## config.mk

```make
export PLATFORM = sky130hd
export DESIGN_NAME = i2c_cmd_master
export DESIGN_NICKNAME = d
export VERILOG_FILES = /design/src/rtl/i2c_cmd_master.sv
export SDC_FILE = /design/constraint.sdc
export NUM_CORES = 1
export LEC_CHECK = 0
export ABC_CLOCK_PERIOD_IN_PS = 2450
export CAP_MARGIN = 20
export CORE_MARGIN = 5
export CORE_UTILIZATION = 32
export DETAILED_ROUTE_END_ITERATION = 10
export PLACE_DENSITY = 0.48
export SETUP_SLACK_MARGIN = 0.1
export SLEW_MARGIN = 20
export SYNTH_ARGS = -nofsm -noshare
export SYNTH_HDL_FRONTEND = slang
export SYNTH_SLANG_ARGS = --single-unit
```

## constraint.sdc

```tcl
create_clock -name clk -period 2.45 [get_ports clk]
set_clock_uncertainty 0.2 [all_clocks]
set_input_delay 0.245 -clock clk [delete_from_list [all_inputs] [get_ports clk]]
set_output_delay 0.245 -clock clk [all_outputs]
set_load 0.02 [all_outputs]
```

## src/rtl/i2c_cmd_master.sv

```systemverilog
module i2c_cmd_master #(
  parameter int QDIV = 2
) (
  input  logic        clk,
  input  logic        rst_n,
  input  logic        reg_wr,
  input  logic        reg_rd,
  input  logic [2:0]  reg_addr,
  input  logic [31:0] reg_wdata,
  output logic [31:0] reg_rdata,
  output logic        irq,
  output logic [7:0]  pin_sel,
  input  logic        scl_in,
  input  logic        sda_in,
  output logic        scl_oe,
  output logic        sda_oe
);
  localparam int CW   = $clog2(QDIV * 8) + 1;
  localparam int CNTW = 9;

  typedef enum logic [2:0] {IDLE, START, BYTE, WAITP, STOP} st_t;
  typedef enum logic [2:0] {ADDR, IDXH, IDXL, RADDR, DATA} sp_t;

  st_t st;
  sp_t sp, nsp;
  logic [9:0]      sel_q;
  logic [2:0]      ien_q;
  logic            idx_en;
  logic [15:0]     idx_q;
  logic            c_rd, c_idx;
  logic [6:0]      c_addr;
  logic [7:0]      c_ib, rxsh, txbyte;
  logic [CNTW-1:0] rem;
  logic [1:0]      pos, ph;
  logic [3:0]      bc;
  logic            ackbad, hw_rdy, nak, active, scl_q, sda_q;
  logic [31:0]     dbuf;
  logic [CW-1:0]   cnt, qlen;

  wire in_byte  = (st == BYTE);
  wire in_wait  = (st == WAITP);
  wire busy_t   = (st == START) || in_byte || (st == STOP);
  wire has_idx  = idx_en | c_idx;
  wire rx       = (sp == DATA) && c_rd;
  wire cmd_wr   = reg_wr && (reg_addr == 3'd1);
  wire soft_clr = cmd_wr && reg_wdata[31];
  wire cmd_go   = cmd_wr && reg_wdata[0] && !reg_wdata[31];
  wire data_rd  = reg_rd && (reg_addr == 3'd2);
  wire stall    = in_byte && (sp == DATA) && (pos == 2'd0) && (bc == 4'd0) && (ph == 2'd0) && hw_rdy;

  assign qlen = CW'(QDIV) << (2'd3 - sel_q[9:8]);
  wire tick = busy_t && (cnt == qlen - CW'(1));

  always_comb begin
    case (sp)
      ADDR:    nsp = idx_en ? IDXH : (c_idx ? IDXL : DATA);
      IDXH:    nsp = IDXL;
      IDXL:    nsp = c_rd ? RADDR : DATA;
      default: nsp = DATA;
    endcase
    case (sp)
      ADDR:    txbyte = {c_addr, c_rd & ~has_idx};
      IDXH:    txbyte = idx_q[15:8];
      IDXL:    txbyte = idx_en ? idx_q[7:0] : c_ib;
      RADDR:   txbyte = {c_addr, 1'b1};
      default: txbyte = dbuf[{pos, 3'b000} +: 8];
    endcase
  end

  always_ff @(posedge clk) begin
    if (!rst_n) begin
      st <= IDLE; sp <= ADDR; sel_q <= '0; ien_q <= '0; idx_en <= 1'b0; idx_q <= '0;
      c_rd <= 1'b0; c_idx <= 1'b0; c_addr <= '0; c_ib <= '0; rxsh <= '0; rem <= '0;
      pos <= '0; ph <= '0; bc <= '0; ackbad <= 1'b0; hw_rdy <= 1'b0; nak <= 1'b0;
      active <= 1'b0; scl_q <= 1'b0; sda_q <= 1'b0; dbuf <= '0; cnt <= '0;
    end else begin
      cnt <= (tick || !busy_t) ? '0 : cnt + CW'(1);
      if (reg_wr) begin
        case (reg_addr)
          3'd0: sel_q <= reg_wdata[9:0];
          3'd2: begin dbuf <= reg_wdata; hw_rdy <= 1'b0; end
          3'd4: ien_q <= reg_wdata[2:0];
          3'd5: begin idx_q <= reg_wdata[15:0]; idx_en <= reg_wdata[31]; end
          default: ;
        endcase
      end
      if (data_rd) hw_rdy <= 1'b0;
      if (soft_clr) begin
        st <= IDLE; active <= 1'b0; nak <= 1'b0; hw_rdy <= 1'b0;
        scl_q <= 1'b0; sda_q <= 1'b0; ph <= '0; bc <= '0;
      end else begin
        case (st)
          IDLE, WAITP: if (cmd_go) begin
            ph <= '0;
            if (reg_wdata[27]) begin
              if (st == WAITP) st <= STOP;
            end else begin
              c_rd <= reg_wdata[1]; c_addr <= reg_wdata[8:2]; rem <= reg_wdata[17:9];
              c_ib <= reg_wdata[25:18]; c_idx <= reg_wdata[26];
              sp <= ADDR; pos <= '0; active <= 1'b1; st <= START;
            end
          end
          START: if (tick) begin
            ph <= ph + 2'd1;
            case (ph)
              2'd0: sda_q <= 1'b0;
              2'd1: scl_q <= 1'b0;
              2'd2: sda_q <= 1'b1;
              default: begin scl_q <= 1'b1; bc <= '0; st <= BYTE; end
            endcase
          end
          STOP: if (tick) begin
            ph <= ph + 2'd1;
            case (ph)
              2'd0: sda_q <= 1'b1;
              2'd1: scl_q <= 1'b0;
              2'd2: sda_q <= 1'b0;
              default: begin st <= IDLE; active <= 1'b0; end
            endcase
          end
          BYTE: if (tick && !stall) begin
            ph <= ph + 2'd1;
            case (ph)
              2'd0: sda_q <= (bc == 4'd8) ? (rx && rem != CNTW'(1)) : (!rx && !txbyte[3'd7 - bc[2:0]]);
              2'd1: scl_q <= 1'b0;
              2'd2: if (bc == 4'd8) ackbad <= sda_in; else rxsh <= {rxsh[6:0], sda_in};
              default: begin
                scl_q <= 1'b1;
                bc <= bc + 4'd1;
                if (bc == 4'd8) begin
                  bc <= '0;
                  if (!rx && ackbad) begin
                    nak <= 1'b1; st <= STOP;
                  end else if (sp == DATA) begin
                    rem <= rem - CNTW'(1);
                    pos <= pos + 2'd1;
                    if (rx) begin
                      if (pos == 2'd0) dbuf <= {24'b0, rxsh};
                      else dbuf[{pos, 3'b000} +: 8] <= rxsh;
                      if (pos == 2'd3 || rem == CNTW'(1)) hw_rdy <= 1'b1;
                    end else if (pos == 2'd3 && rem > CNTW'(1)) hw_rdy <= 1'b1;
                    if (rem == CNTW'(1)) st <= WAITP;
                  end else begin
                    sp <= nsp;
                    if (nsp == RADDR) st <= START;
                    else if (nsp == DATA && rem == '0) st <= WAITP;
                  end
                end
              end
            endcase
          end
          default: st <= IDLE;
        endcase
      end
    end
  end

  always_comb begin
    case (reg_addr)
      3'd0:    reg_rdata = {22'b0, sel_q};
      3'd2:    reg_rdata = dbuf;
      3'd3:    reg_rdata = {28'b0, active, in_wait, nak, hw_rdy};
      3'd4:    reg_rdata = {29'b0, ien_q};
      3'd5:    reg_rdata = {idx_en, 15'b0, idx_q};
      default: reg_rdata = '0;
    endcase
    if (ien_q[0])      irq = hw_rdy;
    else if (ien_q[1]) irq = in_wait;
    else if (ien_q[2]) irq = !active;
    else               irq = 1'b0;
  end

  assign pin_sel = sel_q[7:0];
  assign scl_oe  = scl_q;
  assign sda_oe  = sda_q;
  wire unused_ok = scl_in;
endmodule

```

==> results.md, run 1 <==
Floorplanning:
- The die covers 26,300 µm².
- In this run the standard cell core region covers 22,700 µm².
- The starting density of the core is 32.6%.
- 84 I/O pins were placed.
- The die is 162 µm tall.
- The total number of placement rows is 55.
- In this run the horizontal extent of the chip is 162 µm.

Drt:
- Detailed routing inserted a total of 7,406 vias.
- The first detailed-routing pass ran for 5 iterations.
- The remaining antenna violation count after routing is 0.
- In this run, the number of DRC markers left after iteration 0 of detailed routing was 580.
- The final wirelength is 28.6 mm.
- The detailed-route wire length per cell is 21.2 µm.
- For this run, design rule violations remaining after detail routing come to 0.
- Dividing the detail-routed via count by the number of cells gives 5.49.

Global route:
- The first-pass GRT wire length is 43.4 mm.
- The initial antenna violation count was 0.
- Summed over all layers, the global routing overflow is 0.
- The maximum number of pins on one net before global-route repair is between 70 and 80.
- For this run, the total global-route usage over all layers was measured as 21.3%.
- The number of global-route vias before repair is 7,190.

Timing:
- Dividing the final minimum period by the clock period gives 101%.
- The worst path setup slack after routing is -15.2 ps.
- Timing would allow up to 406 MHz.
- Setup repair after global routing could not meet its margin everywhere.
- The max-slew violation count was 0.
- For the pin with the worst max-slew slack, the measured transition is 613 ps.
- Subtracting the final worst setup slack from the clock period gives between 2000 and 2500 ps.
- Setup violations remaining at the end of the flow were counted as 2.
- The worst slew margin relative to its limit is 59.1%.
- The worst hold slack across all endpoints is 280 ps.
- The hold violation count in the final report was 0.

Synthesis:
- In this run the cell area of the synthesized design comes to 7410 µm².
- The most used flip-flop cell after synthesis is sky130_fd_sc_hd__dfxtp_1.
- Yosys printed 0 warnings.
- By area the synthesized netlist is led by sky130_fd_sc_hd__dfxtp_1 33%, sky130_fd_sc_hd__mux2i_1 10%, sky130_fd_sc_hd__a21oi_1 5.6%.
- Each instance of the synthesized netlist takes up on average 8.36 µm².
- Yosys mapped a number of flops with a built-in enable equal to 0.
- The register bit total from synthesis is 121.
- Of all cell types, the one taking the most synthesized area is sky130_fd_sc_hd__dfxtp_1.
- The distinct cell type count of the synthesized netlist is 75.
- The synthesized netlist cell count is 886.
- The fraction of registers with async set/reset is 0%.
- For this run, the register share of the synthesized area comes to between 30% and 40%.
- Of the post-synthesis cell area, the dominant cell type holds 32.7%.
- Synthesis produced a netlist with a net count of between 900 and 1,000.

Clocking:
- After clock tree synthesis, the clock-pin slew on the worst setup and hold paths is 60 ps.
- TritonCTS built the clock tree.
- The clock latency on the worst-skew pair is between 400 and 500 ps.
- CTS placed an instance of sky130_fd_sc_hd__clkbuf_16 at the clock tree root.
- After clock tree synthesis, the flow added hold-fix buffers numbering 0.
- TritonCTS created 17 clock buffers.
- The H-tree level count is 4.
- The clock passes through at most 2 buffers.
- CTS saw approximately 120 sinks.

Critical path:
- The kind of end point of the critical path is a flip-flop.
- The highest net fanout along the worst path is 16.
- The worst setup path is launched from a flip-flop.
- By startpoint and endpoint, the worst setup path is classified as reg2reg.
- The depth of the worst register-to-register path is 8.
- The data arrival time of the worst path is 2590 ps.
- For the worst setup path, the data required time is 2570 ps.

Worst hold path:
- The cell depth of the worst min-delay path is 2.
- In this run the worst hold path is classified as reg2reg.

Cells and area:
- The non-filler instance count after layout is about 1,400.
- The most frequent standard cell in the layout excluding fill and tap cells is sky130_fd_sc_hd__dfxtp_1.
- In the layout the commonest cells are 110 x sky130_fd_sc_hd__dfxtp_1, 107 x sky130_fd_sc_hd__buf_4, 97 x sky130_fd_sc_hd__nand2_1.
- The fraction of final layout cells with drive strength greater than 1 is 28.6%.
- The antenna diode count is 0.
- The final layout contains 1,109 nets.
- Once layout is complete, the utilization of the core stands at 45.6%.
- Compared with the post-synthesis result, the final layout area differs by 39.8%.

Pwr:
- The leakage power figure is ~4.0 nW.
- The worst-case IR drop observed on VDD is 412 µV.
- The design draws 0.00546 W.
- The power density relative to cell area is 528 nW/µm².

Placement:
- During placement, the flow inserted port buffers numbering 82.
- In this run, placement finished with an instance count of 1,290.
- Routability-driven placement finished with a final weighted congestion of 0.864.
- The worst setup slack before clock tree synthesis is -276 ps.
- The HPWL after detailed placement is around 21 mm.

Run status:
- The final reports fail on setup timing.
- The flow ran to the end, but the final reports show violations.

Run:
- The reported max-cap violation count is 0.
report_power, final:
| group | total [W] | switching, W | internal (W) | leakage, nW |
|---|---|---|---|---|
| clock | 0.00248 | 0.00106 | 0.00142 | 0.267 |
| combinational | 0.000924 | 0.000499 | 0.000424 | 2.78 |
| sequential | 0.00206 | 0.0000539 | 0.00201 | 0.984 |
| total | 0.00546 | 0.00161 | 0.00385 | 4.03 |
cell type report:
type / count / area [µm²]
Fill cell: 2292 / 12400
Sequential cell: 121 / 2450
Clock buffer: 18 / 429
Inverter: 20 / 85.1
Tap cell: 285 / 357
Clock inverter: 14 / 138
Timing Repair Buffer: 220 / 2040
Multi-Input combinational cell: 672 / 4860
per-layer routing:
layer / global-route usage, % / up-vias / routed length (µm)
li1: - / 3576 / -
met1: 30.9 / 3614 / 14100
met2: 33.8 / 204 / 12900
met3: 3.50 / 12 / 1340
met4: 3.69 / 0 / 221
met5: 0 / - / 0
final timing paths:
kind	start	end	slack [ps]
worst max-delay path	sp[1]	sda_oe	-20
worst max register to register	sp[1]	sda_oe	-20
worst min register to register	sel_q[5]	sel_q[5]	280
worst min-delay path	sel_q[5]	sel_q[5]	280
registers in the layout, indices dropped and copies added, names as in the netlist, 2 cells and up:
signal,cells
dbuf,32
idx_q,16
sel_q,10
rem,9
c_ib,8
rxsh,8
c_addr,7
cnt,5
bc,4
ien_q,3
sp,3
st,3
ph,2
pos,2
synth_stat cells, types with 8 or more instances:
master                       n
sky130_fd_sc_hd__a21o_1     28
sky130_fd_sc_hd__ha_1       16
sky130_fd_sc_hd__mux2_2     13
sky130_fd_sc_hd__nor2_1     63
sky130_fd_sc_hd__nor2b_1     9
sky130_fd_sc_hd__o221ai_1    9
sky130_fd_sc_hd__and3_1      8
sky130_fd_sc_hd__nand3_1    19
sky130_fd_sc_hd__buf_4      11
sky130_fd_sc_hd__and2_1     18
sky130_fd_sc_hd__dfxtp_1   121
sky130_fd_sc_hd__o21ai_0    31
sky130_fd_sc_hd__buf_2      18
sky130_fd_sc_hd__nand2_1    97
sky130_fd_sc_hd__inv_1      19
sky130_fd_sc_hd__clkbuf_1   36
sky130_fd_sc_hd__mux2i_1    77
sky130_fd_sc_hd__nand4_1    28
sky130_fd_sc_hd__a21oi_1    83
sky130_fd_sc_hd__a22o_1      8
sky130_fd_sc_hd__a22oi_1     9
sky130_fd_sc_hd__nand2b_1   13
through the flow:
stage / instance area (µm²) / setup TNS, ps
floorplan: 7470 / 0
global placement: 9250 / -7180
detailed placement: 9250 / -6350
CTS: 9930 / 0
global route: 10300 / -289
finish: 10300 / -16.0
critical path, cell delays in order (launching register included):
cell,delay (ps)
sky130_fd_sc_hd__dfxtp_4,360
sky130_fd_sc_hd__buf_4,140
sky130_fd_sc_hd__buf_8,140
sky130_fd_sc_hd__mux2_2,230
sky130_fd_sc_hd__a211oi_2,80
sky130_fd_sc_hd__a221oi_2,340
sky130_fd_sc_hd__a211oi_2,110
sky130_fd_sc_hd__or4_4,550
sky130_fd_sc_hd__o21ba_4,200
cells by family after synthesis:
| kind of cell | after synthesis | share of synthesized area, % |
|---|---|---|
| mux | 95 | 13.9 |
| simple gates | 308 | 21.5 |
| compound gates | 248 | 22.7 |
| fa+ha+maj | 16 | 2.70 |
| xor+xnor | 5 | 0.591 |
| flops | 121 | 32.7 |
| buf+inv | 93 | 5.88 |
timing repair:
item | CTS | global route
gates cloned | 2 | 3
buffers inserted | 6 | 17
hold endpoints to repair | 0 | 0
resized for setup | 60 | 119
pin swaps | 4 | 26
endpoints found under the setup margin | 90 | 89
No activity file was read; power rests on OpenSTA's default activity.
==> inputs of run 2 (changes only) <==
--- a/config.mk
+++ b/config.mk
@@ -12,7 +12,6 @@
 export DETAILED_ROUTE_END_ITERATION = 10
 export PLACE_DENSITY = 0.48
 export SETUP_SLACK_MARGIN = 0.1
-export SLEW_MARGIN = 20
 export SYNTH_ARGS = -nofsm -noshare
 export SYNTH_HDL_FRONTEND = slang
 export SYNTH_SLANG_ARGS = --single-unit
==> results of run 2 <==
Same layout as run 1: the final DEF is identical, and so are final timing and power.
==> inputs of run 3 (changes only) <==
--- a/config.mk
+++ b/config.mk
@@ -5,12 +5,13 @@
 export SDC_FILE = /design/constraint.sdc
 export NUM_CORES = 1
 export LEC_CHECK = 0
-export ABC_CLOCK_PERIOD_IN_PS = 2450
+export ABC_CLOCK_PERIOD_IN_PS = 2900
 export CAP_MARGIN = 20
 export CORE_MARGIN = 5
 export CORE_UTILIZATION = 32
 export DETAILED_ROUTE_END_ITERATION = 10
-export PLACE_DENSITY = 0.48
+export GPL_TIMING_DRIVEN = 0
+export PLACE_DENSITY = 0.46
 export SETUP_SLACK_MARGIN = 0.1
 export SYNTH_ARGS = -nofsm -noshare
 export SYNTH_HDL_FRONTEND = slang
==> constraint.sdc (replaced) <==
create_clock -name clk -period 2.9 [get_ports clk]
set_clock_uncertainty 0.2 [all_clocks]
set_input_delay 0.29 -clock clk [delete_from_list [all_inputs] [get_ports clk]]
set_output_delay 0.29 -clock clk [all_outputs]
set_load 0.02 [all_outputs]
==> results.md, run 3 (synthesis gave the netlist of run 1 again) <==
Cells and area:
- The antenna diode count is 0 (unchanged).
- The number of flip-flops under the largest register name is 32 (unchanged).
- The largest registers in the layout are dbuf x32, idx_q x16, sel_q x10.
- The register area is 2430 µm² (-0.77%).
- The most frequent standard cell in the layout excluding fill and tap cells is sky130_fd_sc_hd__dfxtp_1.
- The multi-input combinational cell area is 4640 µm² (-4.5%).
- The number of fillers in the final layout was 2,322 (+1.3%).
- The number of nets in the final layout is 1,066 (-3.9%).
- The fraction of final layout cells with drive strength greater than 1 is 17.8% (-11 points).
- From synthesis to final layout, the design area changed by 27.8%.
- The final design utilization is 41.7% (-3.9 points).
- Leaving out fill and tap cells, the most frequent cells in the layout are 117 x sky130_fd_sc_hd__dfxtp_1, 97 x sky130_fd_sc_hd__nand2_1, 83 x sky130_fd_sc_hd__a21oi_1.
- The register with the most flip-flops in the final layout is dbuf.
- The non-filler instance count after layout is 1,307 (-3.2%).

Placement:
- The final weighted congestion in routability-driven placement is 0.941 (+9.0%).
- The count of port buffers added during placement came to 82 (unchanged).
- The cell count after placement is 1,254 (-2.8%).
- The HPWL after detailed placement came to 22.5 mm (+7.2%).

Drt:
- The post-detailed-route DRC marker count is 0 (unchanged).
- The remaining antenna violation count after routing is 0 (unchanged).
- The detailed-route wire length per cell is 22.8 µm (+7.4%).
- The total via count in the routed design is 7,399 (-0.095%).
- The number of optimization iterations in the first detailed-route pass is 5 (unchanged).
- The final wirelength was 29.7 mm (+4.0%).
- The initial DRC count is 627 (+8.1%).
- The number of vias per cell after detailed routing is 5.66 (+3.2%).

Floorplanning:
- The placeable core region came to 22,700 µm² (unchanged).
- The total number of placement rows is 55 (unchanged).
- The chip height is 162 µm (unchanged).
- The starting density of the core was 32.6% (unchanged).
- The floorplan die width is 162 µm (unchanged).
- The area of the die is 26,300 µm² (unchanged).
- The number of top-level pins is 84 (unchanged).

Critical path:
- The critical path goes through clkdlybuf4s50_1, buf_2, nand2b_1, nor2_4, buf_4, nand2_1, o21ai_0, dlygate4sd2_1.
- On the critical path the largest part of the delay comes from buffers and inverters.
- The destination of the critical timing path is reg_rdata[5].
- The slowest stage cell on the critical path is sky130_fd_sc_hd__clkdlybuf4s50_1.
- The biggest cell delay along the critical path came to 510 ps (-40 ps).
- The kind of end point of the critical path is an output pin.
- The critical register-to-register path endpoint is rem[3].
- The internal reg-to-reg setup slack is 180 ps (+200 ps).
- The count of cell instances traversed by the critical path was 8 (unchanged).
- The data arrival time of the worst path was 2280 ps (-310 ps).
- The kind of launch point of the worst setup path is a primary input.
- The most critical setup path has its startpoint at reg_addr[0].
- The classification of the worst setup path is in2out.
- The depth of the worst register-to-register path came to 11 (+3).
- The number of buffer and inverter instances along the worst setup path is 4 (+2).
- The worst endpoint required time is 2410 ps (-160 ps).
- The origin of the critical flop-to-flop path is bc[0].
- The highest net fanout along the worst path was 10 (-6).

Global route:
- The maximum number of pins on one net before global-route repair was 17 (-76%).
- The total track usage is 22.3% (+0.98 points).
- The first-pass GRT wire length came to 44.7 mm (+2.8%).
- The total grt overflow is 0 (unchanged).
- The initial antenna violation count was 0 (unchanged).
- The number of global-route vias before repair came to 7,062 (-1.8%).

Worst hold path:
- The tightest min-delay check is of the reg2reg type.

Timing:
- The slew of the pin with the lowest slew margin is 979 ps (+366 ps).
- The max-slew violation count was 0 (unchanged).
- The shortest clock period the worst path allows after layout is 2770 ps.
- The worst slew margin relative to its limit came to 34.1% (-25 points).
- Setup repair after global routing could not meet its margin everywhere.
- The hold violation count in the final report was 0 (unchanged).
- The accumulated negative setup slack was 0 ps (+16.0 ps).
- The share of the clock period used by the worst path is approximately 95%.
- The final-report setup violation count is 0 (-2).
- Timing would allow up to roughly 360 MHz.

Pwr:
- The combinational group share of total power is 14.3% (-2.6 points).
- The switching power share of the total is 28.0% (-1.5 points).
- The clock power share is 48.5% (+3.1 points).
- The leakage power figure is 3.66 nW (-9.2%).
- The part of the power in registers came to 37.2% (-0.5 points).
- The peak supply drop came to 308 µV (-25%).
- The internal power contribution is 0.00336 W (-13%).
- The power spent charging and discharging nets is 0.00131 W (-19%).
- The power density relative to cell area is 493 nW/µm² (-6.5%).
- The overall power consumption is 0.00467 W (-15%).

Clocking:
- The maximum buffer depth of the clock tree came to 2 (unchanged).
- The clock-pin slew reported for the worst setup and hold paths after clock tree synthesis is 60 ps (about the same).
- The number of clock sinks came to 121 (unchanged).
- The H-tree level count is 4 (unchanged).
- The CTS tree is done.
- The root buffer cell chosen for the clock tree is sky130_fd_sc_hd__clkbuf_16.
- The clock latency on the worst-skew pair was 420 ps (about the same).
- The number of buffers created by CTS came to 17 (unchanged).

Run:
- The reported max-cap violation count is 0 (unchanged).

Run status:
- The flow ran to the end, and the final reports show no timing, DRC or antenna violations.
## run 3: cell types whose count changed in the layout (fill, tap and decap cells not counted), moves of 6 or more
cell | previous run | this run
sky130_fd_sc_hd__buf_4 | 107 | 35
sky130_fd_sc_hd__a21oi_1 | 61 | 83
sky130_fd_sc_hd__a21oi_2 | 23 | 1
sky130_fd_sc_hd__clkbuf_1 | 1 | 20
sky130_fd_sc_hd__buf_2 | 0 | 14
sky130_fd_sc_hd__buf_12 | 12 | 0
sky130_fd_sc_hd__dfxtp_1 | 110 | 117
sky130_fd_sc_hd__clkbuf_2 | 18 | 24
## run 3: worst min-delay path by stage
| stage | start | to | cells past startpoint |
|---|---|---|---|
| after global routing | cnt[0] | cnt[0] | 1 |
| final | cnt[0] | cnt[0] | 1 |
| after floorplan | cnt[0] | cnt[0] | 1 |
| after global placement | cnt[0] | cnt[0] | 1 |
| after CTS | cnt[0] | cnt[0] | 1 |
| after detailed placement | cnt[0] | cnt[0] | 1 |
## run 3: worst register-to-register path, delay by kind of cell (launching register included)
kind	cells	cell delay (ps)
simple gates	1	230
flops	1	320
fa+ha+maj	1	120
compound gates	5	1270
buf+inv	4	470
## run 3: power groups by stage
| stage | Clock [W] | Combinational (W) | Sequential, W |
|---|---|---|---|
| after floorplan | 0 | 0.000384 | 0.00176 |
| after global placement | 0 | 0.000629 | 0.00177 |
| after detailed placement | 0 | 0.000624 | 0.00177 |
| after CTS | 0.00229 | 0.000638 | 0.00174 |
| after global routing | 0.00237 | 0.000726 | 0.00174 |
| final | 0.00227 | 0.000669 | 0.00174 |
## run 3: timing repair
action                                  CTS  global route
hold buffers                              0             0
endpoints found under the hold margin     0             0
pin swaps                                 3             6
buffers inserted                          2            20
endpoints found under the setup margin   90            76
gates resized for setup                  77            78
## run 3: metal layers
| layer | track usage, % | wire length (µm) |
|---|---|---|
| met1 | 31.9 | 14100 |
| met2 | 33.8 | 13200 |
| met3 | 4.03 | 1590 |
| met4 | 7.42 | 824 |
| met5 | 0 | 0 |
## run 3: metrics by stage
stage	setup WS, ps	hold WS (ps)	cell area [µm²]
after floorplan	313	226	7410
after global placement	-812	253	8580
after detailed placement	-712	260	8590
after CTS	94.1	276	9290
after global routing	44.6	291	9470
final	132	269	9470
## run 3: layout make-up
| cell class | count | share of cell area (%) |
|---|---|---|
| timing repair buffer | 105 | 9.50 |
| clock inverter | 13 | 1.76 |
| multi-input combinational | 672 | 49.0 |
| tap | 285 | 3.77 |
| sequential | 121 | 25.6 |
| inverter | 20 | 0.938 |
| buffer | 72 | 4.65 |
| clock buffer | 19 | 4.78 |
